$ cat src/rtl/regren_pkg.sv
// Shared types for the register rename controller.
// Assumes: nothing beyond standard SystemVerilog.
package regren_pkg;

    // Where a source operand is taken from
    typedef enum logic [1:0] {
        SRC_FROM_ARCH   = 2'd0,
        SRC_FROM_RENAME = 2'd1,
        SRC_PENDING     = 2'd2
    } src_origin_e;

endpackage

$ cat src/rtl/regren_free_pick.sv
// Chooses the lowest-numbered rename register whose in-use flag is clear.
// Assumes: grant is meaningful only while any_free is high.
module regren_free_pick #(
    parameter int REN_REGS = 8,
    localparam int TW = $clog2(REN_REGS)
) (
    input  logic                clk,
    input  logic                rst_n,
    input  logic [REN_REGS-1:0] busy_vec,
    output logic                any_free,
    output logic [TW-1:0]       grant
);

    // Priority search: the lowest free index wins
    always_comb begin
        grant = '0;
        for (int i = REN_REGS - 1; i >= 0; i--) begin
            if (!busy_vec[i]) grant = TW'(i);
        end
    end

    // Any clear in-use flag means allocation is possible
    assign any_free = ~&busy_vec;


    free_grant_chk: assert property (@(posedge clk) disable iff (!rst_n)
        any_free |-> !busy_vec[grant]);

endmodule

$ cat src/rtl/regren_arch_file.sv
// Architected register file with a busy flag and a rename map per register.
// Completion writes data and clears busy only on a matching map entry;
// allocation in the same cycle to the same register takes precedence.
// Assumes: the caller allocates only when a free rename register exists.
module regren_arch_file #(
    parameter int ARCH_REGS = 16,
    parameter int REN_REGS  = 8,
    parameter int DATA_W    = 32,
    parameter int SRC_PORTS = 2,
    localparam int AW = $clog2(ARCH_REGS),
    localparam int TW = $clog2(REN_REGS)
) (
    input  logic                             clk,
    input  logic                             rst_n,
    input  logic [SRC_PORTS-1:0][AW-1:0]     rd_idx,
    output logic [SRC_PORTS-1:0]             rd_busy,
    output logic [SRC_PORTS-1:0][DATA_W-1:0] rd_data,
    output logic [SRC_PORTS-1:0][TW-1:0]     rd_map,
    input  logic                             alloc_en,
    input  logic [AW-1:0]                    alloc_arch,
    input  logic [TW-1:0]                    alloc_tag,
    input  logic                             cmp_en,
    input  logic [AW-1:0]                    cmp_arch,
    input  logic [TW-1:0]                    cmp_tag,
    input  logic [DATA_W-1:0]                cmp_data
);

    logic [DATA_W-1:0]    data_q [ARCH_REGS];
    logic [TW-1:0]        map_q  [ARCH_REGS];
    logic [ARCH_REGS-1:0] busy_q;

    // State update: completion first, allocation last so it wins
    always_ff @(posedge clk) begin
        if (!rst_n) begin
            busy_q <= '0;
            for (int i = 0; i < ARCH_REGS; i++) begin
                data_q[i] <= '0;
                map_q[i]  <= '0;
            end
        end else begin
            if (cmp_en) begin
                data_q[cmp_arch] <= cmp_data;
                if (map_q[cmp_arch] == cmp_tag) busy_q[cmp_arch] <= 1'b0;
            end
            if (alloc_en) begin
                busy_q[alloc_arch] <= 1'b1;
                map_q[alloc_arch]  <= alloc_tag;
            end
        end
    end

    // Read ports, one per source
    for (genvar s = 0; s < SRC_PORTS; s++) begin : g_rd
        // Present the current entry for source s
        always_comb begin
            rd_busy[s] = busy_q[rd_idx[s]];
            rd_data[s] = data_q[rd_idx[s]];
            rd_map[s]  = map_q[rd_idx[s]];
        end
    end


    stale_cmp_keeps_busy_chk: assert property (@(posedge clk) disable iff (!rst_n)
        (cmp_en && map_q[cmp_arch] != cmp_tag && !(alloc_en && alloc_arch == cmp_arch))
        |=> busy_q[$past(cmp_arch)] == $past(busy_q[cmp_arch]));


    match_cmp_clears_chk: assert property (@(posedge clk) disable iff (!rst_n)
        (cmp_en && map_q[cmp_arch] == cmp_tag && !(alloc_en && alloc_arch == cmp_arch))
        |=> !busy_q[$past(cmp_arch)]);


    alloc_sets_busy_chk: assert property (@(posedge clk) disable iff (!rst_n)
        alloc_en |=> busy_q[$past(alloc_arch)] && map_q[$past(alloc_arch)] == $past(alloc_tag));

endmodule

$ cat src/rtl/regren_ren_file.sv
// Rename register pool: data, produced flag, in-use flag and home register.
// Finish writes a result; completion frees the entry; allocation claims it.
// A same-cycle finish is forwarded to the read ports and to the copy-out.
// Assumes: finish and completion name entries that are in use.
module regren_ren_file #(
    parameter int ARCH_REGS = 16,
    parameter int REN_REGS  = 8,
    parameter int DATA_W    = 32,
    parameter int SRC_PORTS = 2,
    localparam int AW = $clog2(ARCH_REGS),
    localparam int TW = $clog2(REN_REGS)
) (
    input  logic                             clk,
    input  logic                             rst_n,
    input  logic [SRC_PORTS-1:0][TW-1:0]     rd_tag,
    output logic [SRC_PORTS-1:0]             rd_valid,
    output logic [SRC_PORTS-1:0][DATA_W-1:0] rd_data,
    input  logic                             alloc_en,
    input  logic [TW-1:0]                    alloc_tag,
    input  logic [AW-1:0]                    alloc_arch,
    input  logic                             fin_en,
    input  logic [TW-1:0]                    fin_tag,
    input  logic [DATA_W-1:0]                fin_data,
    input  logic                             cmp_en,
    input  logic [TW-1:0]                    cmp_tag,
    output logic [AW-1:0]                    cmp_arch,
    output logic [DATA_W-1:0]                cmp_data,
    output logic [REN_REGS-1:0]              busy_vec
);

    logic [DATA_W-1:0]   data_q [REN_REGS];
    logic [AW-1:0]       home_q [REN_REGS];
    logic [REN_REGS-1:0] valid_q;
    logic [REN_REGS-1:0] busy_q;

    // State update: finish, then completion, then allocation
    always_ff @(posedge clk) begin
        if (!rst_n) begin
            valid_q <= '0;
            busy_q  <= '0;
            for (int i = 0; i < REN_REGS; i++) begin
                data_q[i] <= '0;
                home_q[i] <= '0;
            end
        end else begin
            if (fin_en) begin
                data_q[fin_tag]  <= fin_data;
                valid_q[fin_tag] <= 1'b1;
            end
            if (cmp_en) begin
                busy_q[cmp_tag]  <= 1'b0;
                valid_q[cmp_tag] <= 1'b0;
            end
            if (alloc_en) begin
                busy_q[alloc_tag]  <= 1'b1;
                valid_q[alloc_tag] <= 1'b0;
                home_q[alloc_tag]  <= alloc_arch;
            end
        end
    end

    // Read ports with forwarding of a same-cycle finish
    for (genvar s = 0; s < SRC_PORTS; s++) begin : g_rd
        logic hit;
        // Forward when the finish targets the entry being read
        always_comb begin
            hit         = fin_en && (fin_tag == rd_tag[s]);
            rd_valid[s] = valid_q[rd_tag[s]] | hit;
            rd_data[s]  = hit ? fin_data : data_q[rd_tag[s]];
        end
    end

    // Copy-out for completion, forwarding a same-cycle finish
    always_comb begin
        cmp_arch = home_q[cmp_tag];
        cmp_data = (fin_en && fin_tag == cmp_tag) ? fin_data : data_q[cmp_tag];
    end

    assign busy_vec = busy_q;


    fin_marks_valid_chk: assert property (@(posedge clk) disable iff (!rst_n)
        (fin_en && !(cmp_en && cmp_tag == fin_tag) && !(alloc_en && alloc_tag == fin_tag))
        |=> valid_q[$past(fin_tag)] && data_q[$past(fin_tag)] == $past(fin_data));


    cmp_frees_chk: assert property (@(posedge clk) disable iff (!rst_n)
        (cmp_en && !(alloc_en && alloc_tag == cmp_tag)) |=> !busy_q[$past(cmp_tag)]);


    alloc_claims_chk: assert property (@(posedge clk) disable iff (!rst_n)
        alloc_en |=> busy_q[$past(alloc_tag)] && !valid_q[$past(alloc_tag)]);

endmodule

$ cat src/rtl/regrename_core.sv
// Register rename controller for one decode slot. Resolves each source
// from the architected file, the rename pool or as a pending tag, allocates
// a rename register for the destination, and routes finish and completion.
// Assumes: completions and finishes name rename registers that are in use.
module regrename_core #(
    parameter int ARCH_REGS = 16,
    parameter int REN_REGS  = 8,
    parameter int DATA_W    = 32,
    parameter int SRC_PORTS = 2,
    localparam int AW = $clog2(ARCH_REGS),
    localparam int TW = $clog2(REN_REGS)
) (
    input  logic                             clk,
    input  logic                             rst_n,
    input  logic                             dec_valid,
    input  logic [SRC_PORTS-1:0][AW-1:0]     dec_src,
    input  logic                             dec_wr,
    input  logic [AW-1:0]                    dec_dst,
    output logic                             dec_stall,
    output logic [TW-1:0]                    dec_dst_tag,
    output logic [SRC_PORTS-1:0]             opnd_ready,
    output logic [SRC_PORTS-1:0][DATA_W-1:0] opnd_value,
    output logic [SRC_PORTS-1:0][TW-1:0]     opnd_tag,
    input  logic                             fin_valid,
    input  logic [TW-1:0]                    fin_tag,
    input  logic [DATA_W-1:0]                fin_data,
    input  logic                             cmp_valid,
    input  logic [TW-1:0]                    cmp_tag
);
    import regren_pkg::*;

    logic [SRC_PORTS-1:0]             a_busy;
    logic [SRC_PORTS-1:0][DATA_W-1:0] a_data;
    logic [SRC_PORTS-1:0][TW-1:0]     a_map;
    logic [SRC_PORTS-1:0]             r_valid;
    logic [SRC_PORTS-1:0][DATA_W-1:0] r_data;
    logic [REN_REGS-1:0]              busy_vec;
    logic                             any_free;
    logic [TW-1:0]                    grant;
    logic                             alloc_en;
    logic [AW-1:0]                    cmp_arch;
    logic [DATA_W-1:0]                cmp_data;

    // Allocation request and stall decision
    always_comb begin
        alloc_en    = dec_valid && dec_wr && any_free;
        dec_stall   = dec_valid && dec_wr && !any_free;
        dec_dst_tag = grant;
    end

    regren_free_pick #(.REN_REGS(REN_REGS)) i_pick (
        .clk      (clk),
        .rst_n    (rst_n),
        .busy_vec (busy_vec),
        .any_free (any_free),
        .grant    (grant)
    );

    regren_arch_file #(
        .ARCH_REGS (ARCH_REGS),
        .REN_REGS  (REN_REGS),
        .DATA_W    (DATA_W),
        .SRC_PORTS (SRC_PORTS)
    ) i_arch (
        .clk        (clk),
        .rst_n      (rst_n),
        .rd_idx     (dec_src),
        .rd_busy    (a_busy),
        .rd_data    (a_data),
        .rd_map     (a_map),
        .alloc_en   (alloc_en),
        .alloc_arch (dec_dst),
        .alloc_tag  (grant),
        .cmp_en     (cmp_valid),
        .cmp_arch   (cmp_arch),
        .cmp_tag    (cmp_tag),
        .cmp_data   (cmp_data)
    );

    regren_ren_file #(
        .ARCH_REGS (ARCH_REGS),
        .REN_REGS  (REN_REGS),
        .DATA_W    (DATA_W),
        .SRC_PORTS (SRC_PORTS)
    ) i_ren (
        .clk        (clk),
        .rst_n      (rst_n),
        .rd_tag     (a_map),
        .rd_valid   (r_valid),
        .rd_data    (r_data),
        .alloc_en   (alloc_en),
        .alloc_tag  (grant),
        .alloc_arch (dec_dst),
        .fin_en     (fin_valid),
        .fin_tag    (fin_tag),
        .fin_data   (fin_data),
        .cmp_en     (cmp_valid),
        .cmp_tag    (cmp_tag),
        .cmp_arch   (cmp_arch),
        .cmp_data   (cmp_data),
        .busy_vec   (busy_vec)
    );

    // Three-way source resolution, one copy per source
    for (genvar s = 0; s < SRC_PORTS; s++) begin : g_src
        src_origin_e origin;
        // Pick the origin of source s, then drive its outputs
        always_comb begin
            if (!a_busy[s])      origin = SRC_FROM_ARCH;
            else if (r_valid[s]) origin = SRC_FROM_RENAME;
            else                 origin = SRC_PENDING;
            opnd_ready[s] = (origin != SRC_PENDING);
            opnd_value[s] = (origin == SRC_FROM_RENAME) ? r_data[s] : a_data[s];
            opnd_tag[s]   = a_map[s];
        end
    end


    full_no_alloc_chk: assert property (@(posedge clk) disable iff (!rst_n)
        (&busy_vec) |-> !alloc_en);


    stall_keeps_pool_chk: assert property (@(posedge clk) disable iff (!rst_n)
        (dec_stall && !cmp_valid) |=> $stable(busy_vec));

endmodule

$ cat config.mk
export PLATFORM = sky130hd
export DESIGN_NAME = regrename_core
export DESIGN_NICKNAME = d
export VERILOG_FILES = /design/src/rtl/regren_pkg.sv /design/src/rtl/regren_free_pick.sv /design/src/rtl/regren_arch_file.sv /design/src/rtl/regren_ren_file.sv /design/src/rtl/regrename_core.sv
export SDC_FILE = /design/constraint.sdc
export NUM_CORES = 2
export LEC_CHECK = 0
export BUFFER_PORTS_ARGS = -buffer_cell sky130_fd_sc_hd__buf_2
export CORE_MARGIN = 2
export CORE_UTILIZATION = 51
export DETAILED_ROUTE_END_ITERATION = 8
export GPL_TIMING_DRIVEN = 0
export PLACE_DENSITY = 0.7
export SYNTH_ARGS = -nofsm -noshare
export SYNTH_HDL_FRONTEND = slang
export SYNTH_SLANG_ARGS = --single-unit
export TNS_END_PERCENT = 50
$ cat constraint.sdc
create_clock -name clk -period 3.7 [get_ports clk]
set_input_delay 0.185 -clock clk [delete_from_list [all_inputs] [get_ports clk]]
set_output_delay 0.185 -clock clk [all_outputs]
set_load 0.02 [all_outputs]
==> impl_metrics.toml <==
[die]
fp.dieW_microns = 316
fp.coreArea_sq_um = 96600
dieArea_sq_um = 99700
io_pins = 132
initial_core_util_pct = 51.3
die_y_microns = 316
rows = 114

[timing]
maxSlewViolCount = 0
min_period_over_period_pct = 121
clock_skew_ns = 0.0400
setup_viol = 129
post-route-min-period_ns = 4.47
rsz0062_at_grt = "yes"
slew_headroom_pct = 11.3
finalHoldViolations = 0
setup_tns_ns = -41.09
fmax_mhz = 224
worstMarginPinSlew_ns = 1.33
setup_ws_ns = -0.766

[setup_path]
regToRegEndpoint = "i_arch.data_q[6][7]"
crit_top_cell = "mux4_2"
cp_max_fo = 7
cp.arrival_ns = 4.28
critPathBufInv = 2
max_stage_delay_ns = 0.63
cp_top_family = "multiplexers"
path_cells = "mux4_2, mux4_2, mux2i_1, and3_1, or4_4, nand2b_4, buf_12, o22ai_4, a21oi_4, buf_6"
cp_slowest_cell = "mux4_2"
reg2reg_depth = 9
crit_required_ns = 3.51
r2r_slack_ns = 0.12
worstSetupStartpointType = "flip-flop"
critPathKind = "reg -> out"
cp-end-kind = "output pin"
reg2reg_from = "i_ren.home_q[7][0]"

[cells_and_area]
fin_nets = 4029
drive_gt1_share_pct = 31.1
final_common_cell = "edfxtp_1"
layout.cells.non_filler = 5332
area_delta_synth_final_pct = 19.1
layout_common_cells = "848 x edfxtp_1, 678 x nor2_1, 462 x mux4_2"
n_fill_cell = 7193

[clock_network]
cts.root.buffer_cell = "clkbuf_16"
cts_tree = "yes"
cts_sinks = 880
clk_path_buf_depth = 3
ctsHtreeMaxLevel = 3
cts_buffers = 94
clkSlewWorstSetupHoldPaths_ns = 0.06
clk_latency_ns = 0.70

[placement]
place_hpwl_microns = 129000
pre_cts_slack_ns = -1.74
globalplace.congestion = 1.02
io_buffers = 121
dpl.cell_count = 5106

[synth]
netlist_area_sq_um = 49600
synthesis.nets = 3734
async_flop_share_pct = 0
ys.flop_type = "edfxtp_1"
yosysWarningCount = 0
synthDistinctLibCells = 57
syn_inst = 3678
synth_edf_count = 848
synth.ff_latch_count = 880
seq_area_frac_synth_pct = 52.7
syn_area_per_cell_sq_um = 13.5

[route]
wire_per_inst_microns = 35.5
vias = 37900
drt-initial-drc-count = 6851
dr.pass1.iters = 9
drc_errors = 0
routed_wl_microns = 189000
viasPerCell = 7.12
ant_nets = 0

[power]
p_leak_nw = 21.2
p_per_area_nw_per_um2 = 472
ir_drop_mv = 0.371

[hold_path]
hold_class = "in -> reg"
min-delay-start = "fin_data[12]"
min_to = "i_arch.data_q[4][12]"
hold_depth = 3

[global_route]
grt_max_degree = 28
grt_usage_pct = 37.7
overflow = 0
antenna_found_initial = 4
grt_pass1_wl_microns = 264000
first_global_vias = 37400

[run_status]
failed_checks = "negative setup slack"
status = "finished, violations left"

[run]
drv_cap = 0
## synth_stat cells (44+ instances only)
master    instances  area share (%)
buf_2            65            0.66
mux2_2           94             2.1
nor2_1          696             5.3
clkbuf_1        238             1.8
nand3_1          44            0.44
mux4_2          462              21
mux2i_1         185             3.7
edfxtp_1        848              51
buf_1            45            0.34
nand2_1         205             1.6
a21oi_1          52            0.52
and2_1          296             3.7
## metrics by stage
step / utilization (%) / hold slack, ns / power (mW) / cell area (sq um)
2_1_floorplan: - / 0.427 / 15.0 / 49600
3_3_place_gp: 53.6 / 0.452 / 16.8 / 51800
3_5_place_dp: 54.5 / 0.461 / 17.0 / 52600
4_1_cts: 60.4 / 0.0126 / 27.3 / 58300
5_1_grt: 61.1 / 0.0486 / 28.2 / 59000
6_report: 61.1 / 0.0193 / 27.9 / 59000
## repair_timing
action	CTS	global route
setup buffers	26	20
hold buffers	2	0
endpoints found under the hold margin	2	0
resized for setup	455	130
gates cloned	6	2
endpoints found under the setup margin	399	301
pin swaps	49	44
## layout make-up
class                      count  area [sq um]  share of cell area, %
inverter                       7          26.3                 0.0445
clock buffer                 113          2440                   4.14
buffer                       364          2060                   3.49
tap                         1276          1600                   2.70
clock inverter                62           702                   1.19
sequential                   880         26100                   44.2
timing repair buffer         204          2290                   3.87
multi-input combinational   2422         23800                   40.3
antenna                        4          10.0                 0.0170
## report_power, final
part           total, mW  internal [mW]  switching [mW]
sequential          11.8           11.5           0.336
clock               9.91           5.64            4.26
combinational       6.15           2.38            3.77
## sequential cells by signal, summed over array words and instances (netlist names)
name / flops
i_arch.map_q: 48
i_ren.data_q: 256
i_arch.busy_q: 16
i_ren.valid_q: 8
i_arch.data_q: 512
i_ren.busy_vec: 8
i_ren.home_q: 32
## layer usage
| layer | up-vias | track usage, % | share of wire [%] |
|---|---|---|---|
| li1 | 14700 | - | - |
| met1 | 19000 | 47.3 | 33 |
| met2 | 3472 | 57.9 | 45 |
| met3 | 762 | 13.5 | 15 |
| met4 | 4 | 19.2 | 6.1 |
| met5 | - | 0 | 0.015 |
## worst reg2reg max path: stages (launching register included)
cell	delay [ns]
edfxtp_1	0.35
mux2i_1	0.19
mux4_2	0.34
buf_2	0.34
buf_4	0.31
nor2b_1	0.21
clkbuf_1	0.50
nand2_1	0.20
nand2_2	0.54
buf_12	0.27
## cell families (layout without fill, tap and decap cells)
logic type | Yosys count | count (layout) | share of synthesized area, %
xor gates and xnor gates | 11 | 11 | 0.194
DFF | 880 | 880 | 52.7
AOI/OAI and AO/OA | 346 | 346 | 4.98
other | 0 | 4 | 0
buffers and inverters | 376 | 750 | 3.24
and+or+nand+nor | 1324 | 1324 | 12.1
muxes | 741 | 741 | 26.9
## worst max-delay path by stage
stage | from | end | slack, ns | depth (start not counted)
3_3_place_gp | fin_tag[2] | i_ren.data_q[4][9] | -3.53 | 3
3_5_place_dp | dec_src[5] | opnd_value[49] | -1.74 | 11
4_1_cts | i_arch.map_q[15][0] | opnd_value[49] | -0.67 | 10
5_1_grt | i_arch.map_q[15][0] | opnd_value[49] | -0.76 | 10
6_report | i_arch.map_q[11][0] | opnd_value[49] | -0.77 | 10
2_1_floorplan | fin_tag[2] | i_ren.data_q[4][0] | 0.15 | 3
(Power assumes the default switching activity.)
